--- src/rtl/bl_pwm_ctrl.sv ---
module bl_pwm_ctrl #(
  parameter int AW      = 16,
  parameter int MAX_PN  = 16,
  parameter int DEF_DIV = 2,
  parameter logic [AW-1:0] A_DISP = 16'h0720,
  parameter logic [AW-1:0] A_MODE = 16'h0721,
  parameter logic [AW-1:0] A_HI   = 16'h0722,
  parameter logic [AW-1:0] A_LO   = 16'h0723,
  parameter logic [AW-1:0] A_BITS = 16'h0724,
  parameter logic [AW-1:0] A_FDIV = 16'h0728
) (
  input  logic          clk,
  input  logic          rst_n,
  input  logic          wr_en,
  input  logic          rd_en,
  input  logic          burst,
  input  logic [AW-1:0] addr,
  input  logic [7:0]    wdata,
  input  logic          wide_cap,
  output logic [7:0]    rdata,
  output logic          pwm_out
);
  localparam int PW = MAX_PN + 1;
  localparam int CW = (PW > 16) ? PW : 16;
  localparam logic [4:0] RST_PN = (MAX_PN < 8) ? 5'(MAX_PN) : 5'd8;
  localparam logic [1:0] MODE_REG = 2'b10;

  logic [7:0]    disp_q, mode_q, hi_q, lo_q, fdiv_q;
  logic [4:0]    bits_q;
  logic [AW-1:0] last_q, eff;

  assign eff = burst ? last_q + AW'(1) : addr;

  always_ff @(posedge clk or negedge rst_n) begin
    if (!rst_n) begin
      disp_q <= '0; mode_q <= '0; hi_q <= '0; lo_q <= '0;
      fdiv_q <= '0; bits_q <= 5'd8; last_q <= '0;
    end else begin
      if (wr_en || rd_en) last_q <= eff;
      if (wr_en) begin
        case (eff)
          A_DISP: disp_q <= wdata;
          A_MODE: mode_q <= wdata;
          A_HI:   hi_q   <= wdata;
          A_LO:   lo_q   <= wdata;
          A_BITS: bits_q <= wdata[4:0];
          A_FDIV: fdiv_q <= wdata;
          default: ;
        endcase
      end
    end
  end

  always_comb begin
    rdata = '0;
    if (rd_en) begin
      case (eff)
        A_DISP: rdata = disp_q;
        A_MODE: rdata = mode_q;
        A_HI:   rdata = hi_q;
        A_LO:   rdata = lo_q;
        A_BITS: rdata = {3'b000, bits_q};
        A_FDIV: rdata = fdiv_q;
        default: rdata = '0;
      endcase
    end
  end

  logic [4:0]    pn_req;
  logic [7:0]    f_req;
  logic [15:0]   lvl;
  logic [CW-1:0] lvl_c, max_c;
  logic [PW-1:0] duty_req;

  assign pn_req = (32'(bits_q) > MAX_PN) ? 5'(MAX_PN) : bits_q;
  assign f_req  = mode_q[7] ? ((fdiv_q == 8'd0) ? 8'd1 : fdiv_q) : 8'(DEF_DIV);
  assign lvl    = wide_cap ? {hi_q, lo_q} : {8'h00, hi_q};
  assign lvl_c  = CW'(lvl);
  assign max_c  = CW'((PW'(1) << pn_req) - PW'(1));
  assign duty_req = (mode_q[1:0] != MODE_REG) ? (PW'(1) << pn_req)
                  : PW'((lvl_c > max_c) ? max_c : lvl_c);

  logic [7:0]        pc, act_f;
  logic [MAX_PN-1:0] ph;
  logic [4:0]        act_pn;
  logic [PW-1:0]     act_duty, ph_top;
  logic              slot_end, bnd;

  assign ph_top   = (PW'(1) << act_pn) - PW'(1);
  assign slot_end = (pc == 8'(act_f - 8'd1));
  assign bnd      = slot_end && ({1'b0, ph} == ph_top);

  always_ff @(posedge clk or negedge rst_n) begin
    if (!rst_n) begin
      pc       <= '0;
      ph       <= '0;
      act_f    <= 8'(DEF_DIV);
      act_pn   <= RST_PN;
      act_duty <= PW'(1) << RST_PN;
    end else if (bnd) begin
      pc       <= '0;
      ph       <= '0;
      act_f    <= f_req;
      act_pn   <= pn_req;
      act_duty <= duty_req;
    end else if (slot_end) begin
      pc <= '0;
      ph <= ph + MAX_PN'(1);
    end else begin
      pc <= pc + 8'd1;
    end
  end

  assign pwm_out = disp_q[0] && ({1'b0, ph} < act_duty);
endmodule

--- config.mk ---
export PLATFORM = sky130hd
export DESIGN_NAME = bl_pwm_ctrl
export DESIGN_NICKNAME = d
export VERILOG_FILES = /design/src/rtl/bl_pwm_ctrl.sv
export SDC_FILE = /design/constraint.sdc
export NUM_CORES = 1
export LEC_CHECK = 0
export BUFFER_PORTS_ARGS = -buffer_cell sky130_fd_sc_hd__buf_4
export CAP_MARGIN = 20
export CORE_MARGIN = 2
export CORE_UTILIZATION = 57
export CTS_CLUSTER_DIAMETER = 100
export DETAILED_ROUTE_END_ITERATION = 10
export MAX_ROUTING_LAYER = met4
export PLACE_DENSITY = 0.87
export SLEW_MARGIN = 40
export SYNTH_ARGS = -nofsm -noshare
export SYNTH_HDL_FRONTEND = slang
export SYNTH_SLANG_ARGS = --single-unit
--- constraint.sdc ---
create_clock -name clk -period 3.64 [get_ports clk]
set_input_delay 0.364 -clock clk [delete_from_list [all_inputs] [get_ports clk]]
set_output_delay 0.364 -clock clk [all_outputs]
set_load 0.02 [all_outputs]
==> summary.md, run 1 <==
| Metric | Value |
|---|---|
| CP top delay family | `simple AND/OR/NAND/NOR gates` |
| Synth top area share | `approximately a third` |
| Router iterations before antenna repair | `5` |
| FF+latch count, synth | `115` |
| DIE AREA | `15330 um2` |
| Post-Syn Area | `8183 um2` |
| CTS tree | `yes` |
| Layout cells sized above 1 | `about a quarter` |
| Syn Inst Count | `slightly below 900` |
| RSZ-0062 raised after global routing | `true` |
| Tmin final | `~3.8 ns` |
| Die Width | `around 120 um` |
| Diode count | `0` |
| Period utilization | `103.0%` |
| Synthesized area per cell | `between 9 and 10 um2` |
| Worst-Margin Slew | `0.6906 ns` |
| Final setup viols | `15` |
| Final WL | `about 23 mm` |
| Cell count after placement | `1099` |
| Post-place instance area | `approximately 8800 um2` |
| Vias in the first global route | `slightly above 7000` |
| Clk pwr share | `50.8%` |
| Peak Freq | `between 200 and 300 MHz` |
| IR drop worst, VDD | `401.7 uV` |
| TritonCTS buffer count | `17` |
| Clk root buf | `clkbuf_16` |
| DR WL/cell | `20.32 um` |
| First-pass GRT wire length | `between 30 and 40 mm` |
| Fin area | `slightly below 10000 um2` |
| CTS HTree Levels | `4` |
| Fin Clk Skew | `0.01354 ns` |
| Power share of the combinational group | `under 10%` |
| Vias per std cell | `~6.5` |
| Antenna violations before repair | `0` |
| Worst-path fanout max | `6` |
| Crit path DAT | `4.06 ns` |
| Final ANT Viol Nets | `0` |
| P&R area growth vs syn | `19.83%` |
| Max-cap violations | `0` |
| Crit path buf inv count | `3` |
| Seq/Total Area, Yosys | `between 30% and 40%` |
| Pwr/cell area | `351.8 nW/um2` |
| Asr flop ratio synth | `100.0%` |
| GRT Total Usage | `roughly a third` |
| Synth area leader | `dfrtp_1` |
| Reg power frac | `39.3%` |
| Initial Util | `between 50% and 60%` |
| Clock Pin Slew Worst Setup and Hold Paths | `around 0.06 ns` |
| Synth area leaders | `dfrtp_1 (34%), mux2_2 (8.4%), ha_1 (5.7%)` |
| P_sw | `0.8529 mW` |
| Max-slew headroom | `between 50% and 60%` |
| CTS Buffer Depth | `2` |
| Die height | `123.8 um` |
| Pin count of the biggest net entering global routing | `between 60 and 70` |
| # rows | `43` |
| Skew-Pair Late Insertion Delay | `0.43 ns` |
| Slowest Stage Delay on Critical Path | `0.41 ns` |
| WHS | `between 0.2 and 0.25 ns` |
| Core Area | `about 14000 um2` |
| DP Wirelength | `~15 mm` |
| Fillers | `around 950` |
| Sum of negative setup slack | `-0.8569 ns` |
| Required time of the critical path | `3.95 ns` |
| Critical Path, Cell by Cell | `or3_4, nor2_4, inv_2, ha_4, nor4_4, a21oi_1, o21ai_1, inv_1, ha_4, nand2_4, nor4_4, o31ai_2, a21oi_4, buf_12, mux2i_1, o22ai_1, mux2_4` |
| Switching Fraction | `between 20 and 25%` |
| Post-synth EDFFs | `0` |
| Final max-slew violation count | `0` |
| Clock sinks | `115` |
| Synth cell types | `between 70 and 80` |
| DR DRC count | `0` |
| Startpoint class of the critical path | `flip-flop` |
| Yosys warning count | `0` |
| Routed via count | `roughly 7500` |
| # port buffers | `38` |
| Hold Vio Cnt, Final | `0` |
| Hold Path Class | `in -> reg` |
| Top_reg_cell synth | `dfrtp_1` |
| Leakage | `roughly 4.4 nW` |
| GRT overflow | `0` |
| Top Ports | `39` |
| Initial drt markers | `760` |
| Failing checks | `negative setup slack` |
| GPL Wtd Cong | `roughly 0.95` |
| Non-Filler Instances | `around 1100` |
| Post-route core utilization | `~70%` |
| CP max-delay cell | `or3_4` |
| Syn nets | `958` |
| Outcome | `finished with violations` |
| Setup ws final | `-0.1110 ns` |
| WS Path Type | `reg -> reg` |
| Final #Nets | `1016` |
| Internal power | `~2.6 mW` |
| Crit end category | `flip-flop` |
## path summary, 6_finish.rpt
path	startpoint	end	slack (ns)	depth (start not counted)
setup / recovery	bits_q[4]	act_duty[12]	-0.11	17
hold / removal	wdata[5]	disp_q[5]	0.22	2
setup reg to reg	bits_q[4]	act_duty[12]	-0.11	17
hold reg to reg	act_duty[6]	act_duty[6]	0.51	1
max in group asynchronous	rst_n	act_duty[8]	2.41	3
min in group asynchronous	rst_n	last_q[2]	0.49	2
## cell type report
type | instances | area, um2 | area share (%)
Clock buffer | 22 | 454.2 | 4.632
Clock inverter | 10 | 156.4 | 1.595
Inverter | 48 | 180.2 | 1.837
Multi-Input combinational cell | 673 | 5115 | 52.16
Sequential cell | 115 | 2885 | 29.42
Tap cell | 180 | 225.2 | 2.297
Timing Repair Buffer | 94 | 789.5 | 8.052
## cells by family after synthesis
logic type / after synthesis / synth area share (%)
adders and majority gates: 37 / 5.657
DFF: 115 / 35.23
xor gates and xnor gates: 45 / 4.816
and+or+nand+nor: 315 / 20.31
muxes: 106 / 15.06
buffers and inverters: 104 / 5.489
AOI/OAI and AO/OA: 169 / 13.44
## Yosys cell counts (22+ instances only)
master,count
clkbuf_1,41
xor2_1,23
nand2_1,74
o21ai_0,33
mux2_2,61
nand3_1,47
mux2i_1,29
a21oi_1,48
inv_1,48
dfrtp_1,111
nor2_1,68
xnor2_1,22
ha_1,37
## per-stage QoR
| step | power (mW) | worst slack, ns |
|---|---|---|
| global placement | 1.650 | -0.006107 |
| detailed placement | 1.661 | -0.1303 |
| global route | 3.544 | -0.2278 |
| floorplan | 1.537 | 0.02420 |
| CTS | 3.422 | -0.02905 |
| finish | 3.450 | -0.1110 |
## worst reg2reg max path: cells and delay by family, from the launching register on
kind | cells | cell delay (ns)
and+or+nand+nor | 5 | 1.06
AOI/OAI and AO/OA | 5 | 0.86
muxes | 2 | 0.52
adders and majority gates | 2 | 0.49
DFF | 1 | 0.38
buffers and inverters | 3 | 0.31
## power groups by stage
stage                     Clock (mW)  Combinational, mW  Sequential, mW
final                           1.75              0.343            1.35
after global routing            1.82              0.367            1.36
after CTS                       1.76              0.312            1.35
after detailed placement           0              0.294            1.37
after global placement             0              0.285            1.37
after floorplan                    0              0.182            1.36
## cells in the final DEF, fill, tap and decap left out, types with 9 or more instances in the layout
master and n:
and2_1 16, a31oi_1 11, nor2b_1 9, ha_1 33
nor2_1 64, clkbuf_16 19, inv_1 47, nor3_1 13
buf_4 84, xnor2_1 22, a21oi_1 45, dfrtp_1 109
nand3_1 44, mux2_2 56, mux2i_1 27, nand2_1 73
mux2_4 16, nand4_1 19, o21ai_0 27, o22ai_1 13
xor2_1 23
## state kept, by name, summed over array words and instances, names as in the netlist
register	count
act_duty	17
act_f	8
act_pn	5
bits_q	5
disp_q	8
fdiv_q	8
hi_q	8
last_q	16
lo_q	8
mode_q	8
pc	8
ph	16
## repair_timing
action | CTS | global route
pin swaps | 4 | 11
resized for setup | 20 | 34
gates cloned | 1 | 2
buffers inserted | 0 | 7
endpoints found under the setup margin | 24 | 29
hold buffers | 0 | 1
endpoints found under the hold margin | 0 | 59
## routing by layer
layer	track usage [%]	routed length, um	vias to the layer above
met1	38.92	9107	3592
met5	-	0	-
met2	51.65	11340	436
met4	12.29	980	0
li1	-	-	3342
met3	5.037	1780	106
Power figures use the tool's default switching activity.
==> inputs of run 2 (changes only) <==
Settings changed: CELL_PAD_IN_SITES_DETAIL_PLACEMENT set to 1, CELL_PAD_IN_SITES_GLOBAL_PLACEMENT set to 2, CORE_UTILIZATION 57 to 36, PLACE_DENSITY 0.87 to 0.86.
==> summary.md, run 2 (same netlist as run 1, synthesis figures left out) <==
| Metric | Value |
|---|---|
| Top Registers | `act_duty (17), last_q (16), ph (16) (unchanged)` |
| CTS HTree Levels | `4 (unchanged)` |
| Top Ports | `39 (unchanged)` |
| Post-route core utilization | `45.60% (was 70.37%)` |
| Hold Path Class | `in -> reg (unchanged)` |
| Hold Vio Cnt, Final | `0 (unchanged)` |
| Final setup viols | `16 (was 15)` |
| Final max-slew violation count | `0 (unchanged)` |
| Outcome | `finished with violations (unchanged)` |
| CTS tree | `yes (unchanged)` |
| First-pass GRT wire length | `42.03 mm (was 36.09 mm)` |
| Overall Power | `3.413 mW (was 3.450 mW)` |
| Period utilization | `110.1% (was 103.0%)` |
| Post-Place Setup Slack | `-0.2138 ns (was -0.1303 ns)` |
| Max-cap violations | `0 (unchanged)` |
| Die height | `154.8 um (was 123.8 um)` |
| TritonCTS buffer count | `17 (unchanged)` |
| WS Path Type | `reg -> reg (unchanged)` |
| Initial drt markers | `509 (was 760)` |
| Critical Path, Cell by Cell | `or3_4, nor2_4, inv_2, ha_4, buf_4, buf_6, nor2_4, a21oi_2, o21ai_2, inv_1, ha_4, nand2_4, nor4_4, o31ai_2, a21oi_2, buf_6, mux2i_4, o22ai_2, mux2_4 (was or3_4, nor2_4, inv_2, ha_4, nor4_4, a21oi_1, o21ai_1, inv_1, ha_4, nand2_4, nor4_4, o31ai_2, a21oi_4, buf_12, mux2i_1, o22ai_1, mux2_4)` |
| Die Width | `154.8 um (was 123.8 um)` |
| # port buffers | `38 (unchanged)` |
| Vias per std cell | `5.848 (was 6.546)` |
| Core Area | `22500 um2 (was 13930 um2)` |
| CP max-delay cell | `or3_4 (unchanged)` |
| Post-place instance area | `9087 um2 (was 8848 um2)` |
| Initial Util | `36.36% (was 58.72%)` |
| GRT overflow | `0 (unchanged)` |
| DP Wirelength | `17.35 mm (was 15.21 mm)` |
| Sum of negative setup slack | `-4.568 ns (was -0.8569 ns)` |
| RSZ-0062 raised after global routing | `true (unchanged)` |
| WHS | `0.2039 ns (was 0.2156 ns)` |
| Setup ws final | `-0.3690 ns (was -0.1110 ns)` |
| GRT Total Usage | `23.07% (was 31.38%)` |
| Peak Freq | `249.4 MHz (was 266.6 MHz)` |
| Clk root buf | `clkbuf_16 (unchanged)` |
| Pin count of the biggest net entering global routing | `82 (was 62)` |
| P&R area growth vs syn | `25.40% (was 19.83%)` |
| Most common cell after layout, fill and taps aside | `dfrtp_1 (unchanged)` |
| Skew-Pair Late Insertion Delay | `0.43 ns (about the same)` |
| Antenna violations before repair | `0 (unchanged)` |
| Crit end category | `flip-flop (unchanged)` |
| Worst-path fanout max | `5 (was 6)` |
| Diode count | `0 (unchanged)` |
| DR WL/cell | `21.34 um (was 20.32 um)` |
| Final WL | `27.02 mm (was 23.21 mm)` |
| Vias in the first global route | `7662 (was 7064)` |
| Pwr/cell area | `332.6 nW/um2 (was 351.8 nW/um2)` |
| Final ANT Viol Nets | `0 (unchanged)` |
| DIE AREA | `23950 um2 (was 15330 um2)` |
| CTS Buffer Depth | `2 (unchanged)` |
| Most frequent cells in the layout | `dfrtp_1 (108), buf_4 (101), nand2_1 (71) (was dfrtp_1 (109), buf_4 (84), nand2_1 (73))` |
| Startpoint class of the critical path | `flip-flop (unchanged)` |
| Failing checks | `negative setup slack (unchanged)` |
| R2r setup slk | `-0.37 ns (was -0.11 ns)` |
| Layout cells sized above 1 | `30.48% (was 26.30%)` |
| # rows | `55 (was 43)` |
| Routed via count | `7403 (was 7476)` |
| Worst-Margin Slew | `0.7619 ns (was 0.6906 ns)` |
| Crit path DAT | `4.32 ns (was 4.06 ns)` |
| Cell count after placement | `1216 (was 1099)` |
| Max-slew headroom | `49.20% (was 52.64%)` |
| Final #Nets | `1035 (was 1016)` |
| GPL Wtd Cong | `0.8346 (was 0.9482)` |
| Tmin final | `4.009 ns (was 3.751 ns)` |
| Clock Pin Slew Worst Setup and Hold Paths | `0.06 ns (about the same)` |
| Router iterations before antenna repair | `5 (unchanged)` |
| Clock sinks | `115 (unchanged)` |
| DR DRC count | `0 (unchanged)` |
| IR drop worst, VDD | `358.6 uV (was 401.7 uV)` |
| Leakage | `4.497 nW (was 4.378 nW)` |
| Max reg flops | `17 (unchanged)` |
| Non-Filler Instances | `1266 (was 1142)` |
| Required time of the critical path | `3.95 ns (about the same)` |
| Fin Clk Skew | `0.01139 ns (was 0.01354 ns)` |
| Slowest Stage Delay on Critical Path | `0.41 ns (about the same)` |
| Fin area | `10260 um2 (was 9806 um2)` |
| Largest register by flop count | `act_duty (unchanged)` |
-- run 2: layer usage --
| layer | part of all wire (%) | vias to the layer above | global-route usage [%] |
|---|---|---|---|
| met5 | 0 | - | - |
| met1 | 44 | 3746 | 29.73 |
| met4 | 3.7 | 0 | 9.436 |
| met2 | 48 | 207 | 36.48 |
| li1 | - | 3371 | - |
| met3 | 4.1 | 79 | 3.502 |
-- run 2: worst paths after layout --
kind / start / to / cells after the start
worst max register to register: bits_q[4] / act_duty[4] / 19
worst min-delay path: wdata[6] / mode_q[6] / 2
worst max-delay path: bits_q[4] / act_duty[4] / 19
worst min register to register: mode_q[4] / mode_q[4] / 1
max in group asynchronous: rst_n / act_pn[3] / 3
min in group asynchronous: rst_n / last_q[3] / 2
-- run 2: worst max-delay path, delay by kind of cell, from the launching register on --
family	cells	cell delay, ns
AO/OA/AOI/OAI	5	0.80
adder cells (fa/ha/maj)	2	0.48
buffers and inverters	5	0.65
flip-flops	1	0.38
multiplexers	2	0.57
AND/OR/NAND/NOR	5	1.00
-- run 2: power breakdown --
| group | internal [mW] | total, mW | switching (mW) |
|---|---|---|---|
| logic | 0.141 | 0.367 | 0.226 |
| clock network | 1.04 | 1.70 | 0.658 |
| registers | 1.31 | 1.35 | 0.0404 |
-- run 2: timing repair --
action	4_1_cts	5_1_grt
gates resized for setup	39	52
hold buffers	1	0
setup buffers	11	5
gates cloned	3	0
endpoints found under the setup margin	24	38
endpoints found under the hold margin	33	0
pin swaps	20	21
-- run 2: layout make-up --
cell class	count	area, um2
fillers	2517	12240
clock buffers	20	456.7
well taps	285	356.6
inverters	48	180.2
multi-input cells	672	5280
clock inverters	12	132.6
repair buffers	114	968.4
flip-flops and latches	115	2887
